--- src/rtl/tlbchk_pkg.sv ---
package tlbchk_pkg;
  // field positions inside one entry image (low part, independent of widths)
  localparam int PERM_LO = 0;   // {sx,sw,sr,ux,uw,ur}
  localparam int TS_BIT  = 6;
  localparam int V_BIT   = 7;
  localparam int TSZ_LO  = 8;
  localparam int TSZ_W   = 4;
  localparam int TID_LO  = 12;

  typedef enum logic [1:0] {
    K_FETCH = 2'd0,
    K_READ  = 2'd1,
    K_WRITE = 2'd2,
    K_RSVD  = 2'd3
  } kind_e;

  typedef enum logic [1:0] {
    ST_HIT    = 2'd0,
    ST_MISS   = 2'd1,
    ST_PFAULT = 2'd2,
    ST_XFAULT = 2'd3
  } status_e;
endpackage

--- src/rtl/tlbchk_entry_eval.sv ---
module tlbchk_entry_eval
  import tlbchk_pkg::*;
#(
  parameter int         AW        = 32,
  parameter int         PID_W     = 4,
  parameter bit         VAR_SIZE  = 1'b1,
  parameter logic [3:0] MIN_TSIZE = 4'd0,
  localparam int        ENT_W     = TID_LO + PID_W + 2 * AW
) (
  input  logic [ENT_W-1:0] ent,
  input  logic [AW-1:0]    ea,
  input  logic [1:0]       kind,
  input  logic             user,
  input  logic             ir,
  input  logic             dr,
  input  logic [PID_W-1:0] pid0,
  input  logic [PID_W-1:0] pid1,
  input  logic [PID_W-1:0] pid2,
  output logic             nonmiss,
  output logic [1:0]       status,
  output logic [AW-1:0]    ra
);
  localparam int EPN_LO = TID_LO + PID_W;
  localparam int RPN_LO = EPN_LO + AW;

  // page mask: complement of (1 KiB * 4^tsz - 1); shifts past AW give 0
  function automatic logic [AW-1:0] page_mask(input logic [3:0] tsz);
    logic [AW-1:0] span;
    span = {{(AW-1){1'b0}}, 1'b1} << (10 + 2 * int'(tsz));
    return ~(span - {{(AW-1){1'b0}}, 1'b1});
  endfunction

  function automatic logic pid_hit(input logic [PID_W-1:0] tid,
                                   input logic [PID_W-1:0] p0,
                                   input logic [PID_W-1:0] p1,
                                   input logic [PID_W-1:0] p2);
    logic h;
    h = (tid == '0) || (tid == p0);
    if (p1 != '0) h = h || (tid == p1);
    if (p2 != '0) h = h || (tid == p2);
    return h;
  endfunction

  logic [3:0]       tsz;
  logic [AW-1:0]    mask;
  logic [PID_W-1:0] tid;
  logic [AW-1:0]    epn, rpn;
  logic [5:0]       perm;
  logic [2:0]       rights;   // {x,w,r}
  logic             is_fetch, as_ok, page_ok, match, allowed;

  always_comb begin
    tsz      = VAR_SIZE ? ent[TSZ_LO +: TSZ_W] : MIN_TSIZE;
    mask     = page_mask(tsz);
    tid      = ent[TID_LO +: PID_W];
    epn      = ent[EPN_LO +: AW];
    rpn      = ent[RPN_LO +: AW];
    perm     = ent[PERM_LO +: 6];
    is_fetch = (kind == K_FETCH);
    as_ok    = ent[TS_BIT] == (is_fetch ? ir : dr);
    page_ok  = (ea & mask) == epn;
    match    = ent[V_BIT] && pid_hit(tid, pid0, pid1, pid2) && page_ok && as_ok;
    rights   = user ? perm[2:0] : perm[5:3];
    if (is_fetch)             allowed = rights[2];
    else if (kind == K_WRITE) allowed = rights[1];
    else                      allowed = rights[0];
    nonmiss = match;
    if (!match)        status = ST_MISS;
    else if (allowed)  status = ST_HIT;
    else if (is_fetch) status = ST_XFAULT;
    else               status = ST_PFAULT;
    ra = (rpn & mask) | (ea & ~mask);
  end
endmodule

--- src/rtl/tlbchk_prio.sv ---
module tlbchk_prio #(
  parameter int N     = 4,
  parameter int AW    = 32,
  localparam int IDX_W = (N > 1) ? $clog2(N) : 1
) (
  input  logic [N-1:0]    nonmiss,
  input  logic [2*N-1:0]  status_in,
  input  logic [N*AW-1:0] ra_in,
  output logic [1:0]      status,
  output logic [AW-1:0]   ra,
  output logic [IDX_W-1:0] idx
);
  // scan from the top so the lowest non-miss entry is written last
  always_comb begin
    status = 2'd1;
    ra     = '0;
    idx    = '0;
    for (int i = N - 1; i >= 0; i--) begin
      if (nonmiss[i]) begin
        status = status_in[2*i +: 2];
        ra     = ra_in[i*AW +: AW];
        idx    = IDX_W'(i);
      end
    end
  end
endmodule

--- src/rtl/tlbchk_lookup.sv ---
module tlbchk_lookup
  import tlbchk_pkg::*;
#(
  parameter int               AW            = 32,
  parameter int               PID_W         = 4,
  parameter int               NARR          = 2,
  parameter int               WAYS          = 2,
  parameter logic [NARR-1:0]  ARR_VAR       = 2'b01,
  parameter logic [4*NARR-1:0] ARR_MIN_TSIZE = 8'h21,
  localparam int              N             = NARR * WAYS,
  localparam int              ENT_W         = TID_LO + PID_W + 2 * AW,
  localparam int              IDX_W         = (N > 1) ? $clog2(N) : 1
) (
  input  logic               clk,
  input  logic               rst_n,
  input  logic               req_valid,
  input  logic [AW-1:0]      req_ea,
  input  logic [1:0]         req_kind,
  input  logic               req_user,
  input  logic               req_ir,
  input  logic               req_dr,
  input  logic [PID_W-1:0]   req_pid0,
  input  logic [PID_W-1:0]   req_pid1,
  input  logic [PID_W-1:0]   req_pid2,
  input  logic [N*ENT_W-1:0] way_images,
  output logic               rsp_valid,
  output logic [1:0]         rsp_status,
  output logic [AW-1:0]      rsp_ra,
  output logic [IDX_W-1:0]   rsp_idx
);
  logic [N-1:0]    ent_nonmiss;   // per-entry classification, seen by checker
  logic [2*N-1:0]  ent_status;
  logic [N*AW-1:0] ent_ra;
  logic [1:0]      pick_status;
  logic [AW-1:0]   pick_ra;
  logic [IDX_W-1:0] pick_idx;

  for (genvar e = 0; e < N; e++) begin : g_ent
    localparam int A = e / WAYS;
    tlbchk_entry_eval #(
      .AW(AW), .PID_W(PID_W),
      .VAR_SIZE(ARR_VAR[A]),
      .MIN_TSIZE(ARR_MIN_TSIZE[4*A +: 4])
    ) u_eval (
      .ent    (way_images[e*ENT_W +: ENT_W]),
      .ea     (req_ea),
      .kind   (req_kind),
      .user   (req_user),
      .ir     (req_ir),
      .dr     (req_dr),
      .pid0   (req_pid0),
      .pid1   (req_pid1),
      .pid2   (req_pid2),
      .nonmiss(ent_nonmiss[e]),
      .status (ent_status[2*e +: 2]),
      .ra     (ent_ra[e*AW +: AW])
    );
  end

  tlbchk_prio #(.N(N), .AW(AW)) u_prio (
    .nonmiss  (ent_nonmiss),
    .status_in(ent_status),
    .ra_in    (ent_ra),
    .status   (pick_status),
    .ra       (pick_ra),
    .idx      (pick_idx)
  );

  always_ff @(posedge clk or negedge rst_n) begin
    if (!rst_n) begin
      rsp_valid  <= 1'b0;
      rsp_status <= ST_MISS;
      rsp_ra     <= '0;
      rsp_idx    <= '0;
    end else begin
      rsp_valid <= req_valid;
      if (req_valid) begin
        rsp_status <= pick_status;
        rsp_ra     <= pick_ra;
        rsp_idx    <= pick_idx;
      end
    end
  end
endmodule

--- config.mk ---
export PLATFORM = sky130hd
export DESIGN_NAME = tlbchk_lookup
export DESIGN_NICKNAME = d
export VERILOG_FILES = /design/src/rtl/tlbchk_pkg.sv /design/src/rtl/tlbchk_entry_eval.sv /design/src/rtl/tlbchk_prio.sv /design/src/rtl/tlbchk_lookup.sv
export SDC_FILE = /design/constraint.sdc
export NUM_CORES = 1
export LEC_CHECK = 0
export BUFFER_PORTS_ARGS = -buffer_cell sky130_fd_sc_hd__buf_2
export CAP_MARGIN = 15
export CORE_AREA = 2 2 161 163
export CTS_CLUSTER_SIZE = 30
export DETAILED_ROUTE_END_ITERATION = 10
export DIE_AREA = 0 0 163 165
export GPL_ROUTABILITY_DRIVEN = 0
export SETUP_SLACK_MARGIN = 0.3
export SYNTH_ARGS = -nofsm -noshare
export SYNTH_HDL_FRONTEND = slang
export SYNTH_SLANG_ARGS = --single-unit
--- constraint.sdc ---
create_clock -name clk -period 1 [get_ports clk]
set_input_delay 0.05 -clock clk [delete_from_list [all_inputs] [get_ports clk]]
set_output_delay 0.05 -clock clk [all_outputs]
set_load 0.01 [all_outputs]
# After elaboration in Yosys (flattened, before gate mapping)
# Index checks and enable logic that the tools add are counted.
classes:
  bitwise: 14
  muxes: 38
  eq_ne: 21
  addsub: 4
  n_shift: 2
  n_reduce_logical: 31
ops:
  columns: ["operator", "count"]
  rows:
  - ["$and 32x32->32", 6]
  - ["$eq 32x32->1", 4]
  - ["$mux 32", 4]
  - ["$not 32->32", 4]
  - ["$or 32x14->32", 2]
  - ["$or 32x32->32", 2]
  - ["$shl 1x32->32 const A", 2]
  - ["$sub 32x1->32 const B", 2]
  - ["$eq 4x4->1", 12]
  - ["$mux 2", 12]
  - ["$mux 1", 18]
  - ["$logic_not 4->1", 4]
  - ["$add 4x5->6 const A", 2]
  - ["$logic_and 1x1->1", 12]
  - ["$logic_or 1x1->1", 12]
  - ["$mux 3", 4]
  - ["$reduce_bool 4->1", 2]
  - ["$eq 1x1->1", 4]
  - ["$eq 2x2->1 const B", 1]
  - ["$logic_not 2->1", 1]
totals:
  elab_cells: 114
  in_bits: 372
  output_inout_bits: 37
  reg_bits: 37

# Logic depth before layout (Yosys ltp)
logic_depth:
  word_depth: 13
  depth_mapped: 15
  ltp_nobuf: 10

# By module
# A second synthesis with hierarchy kept.
unflattened:
  hier_cells: 826
  area_unflattened_um2: 7000.5
modules_own_cells:
  columns: ["module", "seq_area_each_um2", "cells_per_inst", "instances", "area_each_um2"]
  rows:
  - ["tlbchk_entry_eval at g_ent[0].u_eval ...", 0.0, 215, 2, 1510.2]
  - ["tlbchk_lookup", 927.1, 77, 1, 1516.5]
  - ["tlbchk_entry_eval at g_ent[2].u_eval ...", 0.0, 94, 2, 723.2]
  - ["tlbchk_prio", 0.0, 131, 1, 1017.2]

# Least setup slack after synthesis
# OpenSTA, ideal clock, no wires.
synth_timing:
  path_kind: "input -> register"
  start: "in way_images[91]"
  end: "reg rsp_ra[27]"
  cell_stages: 12
  setup_time_ps: 77
  path_slack_ps: -1485
  n_path_buf: 4
  t_arrival_ps: 2409
  required_ps: 923
  path_cell_list: "buf_2 buf_2 a31oi_1 mux2i_1 nand4_1 nor4b_4 nand4_4 or3_1 buf_6 buf_6 o21a_1 o21ai_1"
synth_between:
  elab_chain_len: 10
  word_cells_on_any_way: 14
  classes_between: "add/sub: 2; eq/ne: 1; shift: 1; mux: 2; bitwise: 6; reduce/logical: 2"
synth_rtl:
  columns: ["element", "line_no", "rtl"]
  rows:
  - ["from (decl)", "tlbchk_lookup.sv:25", "input logic [N*ENT_W-1:0] way_images,"]
  - ["$add 4x5->6 (*)", "tlbchk_entry_eval.sv:29", "span = {{(AW-1){1'b0}}, 1'b1} << (10 + 2 * int'(tsz));"]
  - ["$shl 1x32->32 (*)", "tlbchk_entry_eval.sv:29", null]
  - ["$sub 32x1->32 (*)", "tlbchk_entry_eval.sv:30", "return ~(span - {{(AW-1){1'b0}}, 1'b1});"]
  - ["$not 32->32 (*)", "tlbchk_entry_eval.sv:30", null]
  - ["$and 32x32->32", "tlbchk_entry_eval.sv:61", "page_ok = (ea & mask) == epn;"]
  - ["$eq 32x32->1", "tlbchk_entry_eval.sv:61", null]
  - ["$logic_and 1x1->1 (2 in a row)", "tlbchk_entry_eval.sv:62", "match = ent[V_BIT] && pid_hit(tid, pid0, pid1, pid2) && page_ok && as_ok;"]
  - ["$mux 32 (*) (2 in a row)", "tlbchk_prio.sv:19", "if (nonmiss[i]) begin"]
  - ["to (signal assigned)", "tlbchk_lookup.sv:79", "rsp_ra <= pick_ra;"]
  - ["to (decl)", "tlbchk_lookup.sv:28", "output logic [AW-1:0] rsp_ra,"]
# Mark *: on every way between the ends. The rest lies on a longest branch, timed or not.
# A chain may end at the register's enable or synchronous reset.

# Worst setup path after layout
layout_timing:
  start: "in req_kind[1]"
  end: "reg rsp_ra[15]"
layout_between:
  elab_chain_len: 8
  word_cells_on_any_way: 14
  classes_between: "eq/ne: 4; mux: 5; reduce/logical: 5"
layout_rtl:
  columns: ["element", "line_no", "rtl"]
  rows:
  - ["from (decl)", "tlbchk_lookup.sv:18", "input logic [1:0] req_kind,"]
  - ["$logic_not 2->1 (*)", "tlbchk_entry_eval.sv:59", "is_fetch = (kind == K_FETCH);"]
  - ["$mux 1 (*)", "tlbchk_entry_eval.sv:60", "as_ok = ent[TS_BIT] == (is_fetch ? ir : dr);"]
  - ["$eq 1x1->1", "tlbchk_entry_eval.sv:60", null]
  - ["$logic_and 1x1->1", "tlbchk_entry_eval.sv:62", null]
  - ["$mux 32 (3 in a row)", "tlbchk_prio.sv:19", null]
  - ["$mux 32 (*)", "tlbchk_prio.sv:19", null]
# Marked as above.

==> flow_metrics.env <==
export IMPL_cts_inserted_buffers=5
export IMPL_vias_per_cell=5.03
export IMPL_clkLatencyLatePin_ns=0.29
export IMPL_cts_tree="yes"
export IMPL_antenna_found_initial=12
export IMPL_antenna_left=0
export IMPL_rows=58
export IMPL_setup_tns_ns=-45.92
export IMPL_whs_ns=-0.324
export IMPL_synth_top_family_by_area="compound AO/OA/AOI/OAI gates"
export IMPL_ios=409
export IMPL_drc_errors=0
export IMPL_async_reset_ff_share_pct=100
export IMPL_leakagePower_nw=5.18
export IMPL_combPwrFrac_pct=51.4
export IMPL_synth_avg_cell_area_sq_um=7.73
export IMPL_ir_worst_vdd_mv=0.501
export IMPL_path_cells="buf_8 > buf_6 > o21a_4 > or3_4 > a211oi_4 > nand4_1 > nor4b_4 > nand4_4 > or3_4 > buf_12 > o21a_1 > o21ai_1"
export IMPL_fin_crit_sh_pct=239
export IMPL_core_area_sq_mm=0.0250
export IMPL_hold_class="in2async"
export IMPL_wirelength_um=34500
export IMPL_seq_area_frac_synth_pct=15.9
export IMPL_synth_mux_area_share_pct=12.2
export IMPL_seqPwrFrac_pct=23.4
export IMPL_status="finished, violations left"
export IMPL_wire_per_inst_um=21.0
export IMPL_finalNetCount=1676
export IMPL_crit_path_end="rsp_ra[15]"
export IMPL_rsz0062_at_grt="true"
export IMPL_required_ns=1.21
export IMPL_die_width_um=163
export IMPL_worstRegToRegCells=4
export IMPL_dp_hpwl_um=29400
export IMPL_grt_first_pass_wirelength_um=48400
export IMPL_power_switching_w=0.00234
export IMPL_setup_viol=37
export IMPL_power_share_clock_pct=25.2
export IMPL_synthSimpleGateAreaFrac_pct=24.3
export IMPL_fmax_ghz=0.419
export IMPL_dominantRegCellSynth="dfrtp_1"
export IMPL_synthAdderAreaFrac_pct=0.429
export IMPL_clock_skew_ns=0
export IMPL_cp_max_fo=8
export IMPL_startpoint_type="primary input"
export IMPL_grt_max_degree=33
export IMPL_synth_cells=754
export IMPL_first_global_vias=8003
export IMPL_synthDistinctLibCells=78
export IMPL_cpMaxStageDelayCell="or3_4"
export IMPL_switching_share_pct=35.7
export IMPL_path_class="in2reg"
export IMPL_crit_arrival_ns=2.59
export IMPL_dieArea_sq_mm=0.0269
export IMPL_hold_viol_final=35
export IMPL_synth_area_sq_mm=0.00583
export IMPL_drive_gt1_share_pct=53.2
export IMPL_numClockSinks=37
export IMPL_slowest_delay_ns=0.41
export IMPL_clockRootBuffer="clkbuf_16"
export IMPL_path_common_cell="or3_4"
export IMPL_startpoint="req_kind[1]"
export IMPL_synth_xor_area_share_pct=17.0
export IMPL_drv_slew=0
export IMPL_die_h_um=165
export IMPL_failed_checks="hold timing, setup timing"
export IMPL_ys_ff_latch=37
export IMPL_layout_setup_ws_ns=-1.39
export IMPL_route_vias_total=8257
export IMPL_drt_pass1_iterations=8
export IMPL_cap_violations=0
export IMPL_ys_warn_count=0
export IMPL_min_period_ns=2.39
export IMPL_synth_compound_area_share_pct=24.3
export IMPL_track_usage_pct=24.4
export IMPL_htreeDepth=2
export IMPL_cp_end_kind="flop"
export IMPL_clk_pin_slew_worst_paths_ns=0.06
export IMPL_place_ws_ns=-1.91
export IMPL_numPortBuffers=362
export IMPL_clk_path_buf_depth=2
export IMPL_r2r_start="rsp_ra[11]"
export IMPL_p_int_w=0.00421
export IMPL_start_util_pct=23.3
export IMPL_p_per_area_mw_per_mm2=618
export IMPL_grt_overflow_total=0
export IMPL_synth_edf_count=0
export IMPL_drtIter0Drc=623
export IMPL_syn_to_final_growth_pct=82.2
export IMPL_r2r_end="rsp_ra[11]"
export IMPL_reg2reg_slack_ns=-0.08
==> worst max-delay path, delay by kind of cell <==
| kind | cells | cell delay [ns] |
|---|---|---|
| AO/OA/AOI/OAI | 4 | 0.77 |
| buffers and inverters | 3 | 0.37 |
| AND/OR/NAND/NOR | 5 | 1.39 |
==> metal layers <==
layer / part of all wire [%] / GRT usage [%] / vias to the layer above
li1: - / - / 3907
met1: 43 / 31.6 / 3883
met2: 46 / 40.1 / 387
met3: 7.4 / 4.90 / 76
met4: 3.8 / 8.93 / 4
met5: 0.090 / 0 / -
==> placed cells by master (no fill, tap or decap), types with 26 or more instances in the layout <==
master / n
nand2_1: 44
xnor2_1: 52
mux2i_1: 45
a21oi_1: 34
buf_6: 46
buf_4: 195
buf_2: 328
o21ai_0: 29
o21ai_1: 26
nor2_1: 34
xor2_1: 60
dfrtp_1: 36
==> registers in the layout (all words and copies together), names as in the netlist <==
register,cells
rsp_idx,2
rsp_valid,1
rsp_status,2
rsp_ra,32
==> power by group through the flow <==
stage / Clock, W / Sequential [W] / Combinational (W)
after floorplan: 0 / 0.00157 / 0.00126
after global placement: 0 / 0.00156 / 0.00305
after detailed placement: 0 / 0.00156 / 0.00309
after CTS: 0.00165 / 0.00153 / 0.00319
after global routing: 0.00171 / 0.00153 / 0.00361
final: 0.00165 / 0.00153 / 0.00337
==> Yosys cell counts (20+ instances only) <==
cell / instances / area share [%]
a21oi_1: 40 / 3.4
a31oi_1: 26 / 2.8
and3_1: 21 / 2.3
buf_2: 24 / 2.1
dfrtp_1: 36 / 15
inv_1: 20 / 1.3
mux2i_1: 45 / 7.7
nand2_1: 47 / 3.0
nor2_1: 37 / 2.4
nor2b_1: 21 / 2.3
nor4_1: 21 / 2.3
o21a_1: 25 / 3.2
o21ai_0: 47 / 4.0
xnor2_1: 53 / 8.0
xor2_1: 60 / 9.0
==> through the flow <==
stage / total power (W) / hold WS (ns) / cell area, sq um / util, % / cells
2_1_floorplan: 0.00283 / -0.246 / 5940 / - / 757
3_3_place_gp: 0.00461 / 0.00254 / 9590 / 38.3 / 1604
3_5_place_dp: 0.00465 / -0.000701 / 9590 / 38.3 / 1604
4_1_cts: 0.00638 / -0.314 / 10200 / 40.6 / 1623
5_1_grt: 0.00685 / -0.291 / 10600 / 42.4 / 1642
6_report: 0.00656 / -0.324 / 10600 / 42.4 / 1643
==> cell type report <==
cell class | instances | area [sq um]
fill | 2542 | 14400
multi-input combinational | 646 | 4980
timing repair buffer | 591 | 4040
sequential | 37 | 927
tap | 330 | 413
clock buffer | 8 | 146
inverter | 21 | 81.3
antenna | 10 | 25.0
==> logic make-up (layout without fill, tap and decap cells) <==
| family | Yosys count | count (layout) |
|---|---|---|
| fa+ha+maj | 2 | 2 |
| other cells | 1 | 14 |
| simple gates | 245 | 245 |
| flops | 37 | 37 |
| compound gates | 216 | 216 |
| xor+xnor | 113 | 113 |
| buf+inv | 74 | 620 |
| mux | 66 | 66 |
==> how the worst min path moves through the flow <==
stage,slack [ns],endpoint,start,cells after the start
final,-0.32,rsp_ra[3],rst_n,1
after global routing,-0.29,rsp_ra[7],rst_n,1
after CTS,-0.31,rsp_ra[7],rst_n,1
after detailed placement,-0.0007,rsp_ra[7],rst_n,1
after global placement,0.003,rsp_ra[7],rst_n,1
after floorplan,-0.25,rsp_idx[0],rst_n,0
==> what timing repair did <==
action                                  CTS  global route
setup buffers                             9             9
endpoints found under the hold margin    16            16
cloned                                    2             1
endpoints found under the setup margin   73            73
gates resized for setup                  73            76
pin swaps                                 9            32
No activity file was read; power rests on OpenSTA's default activity.
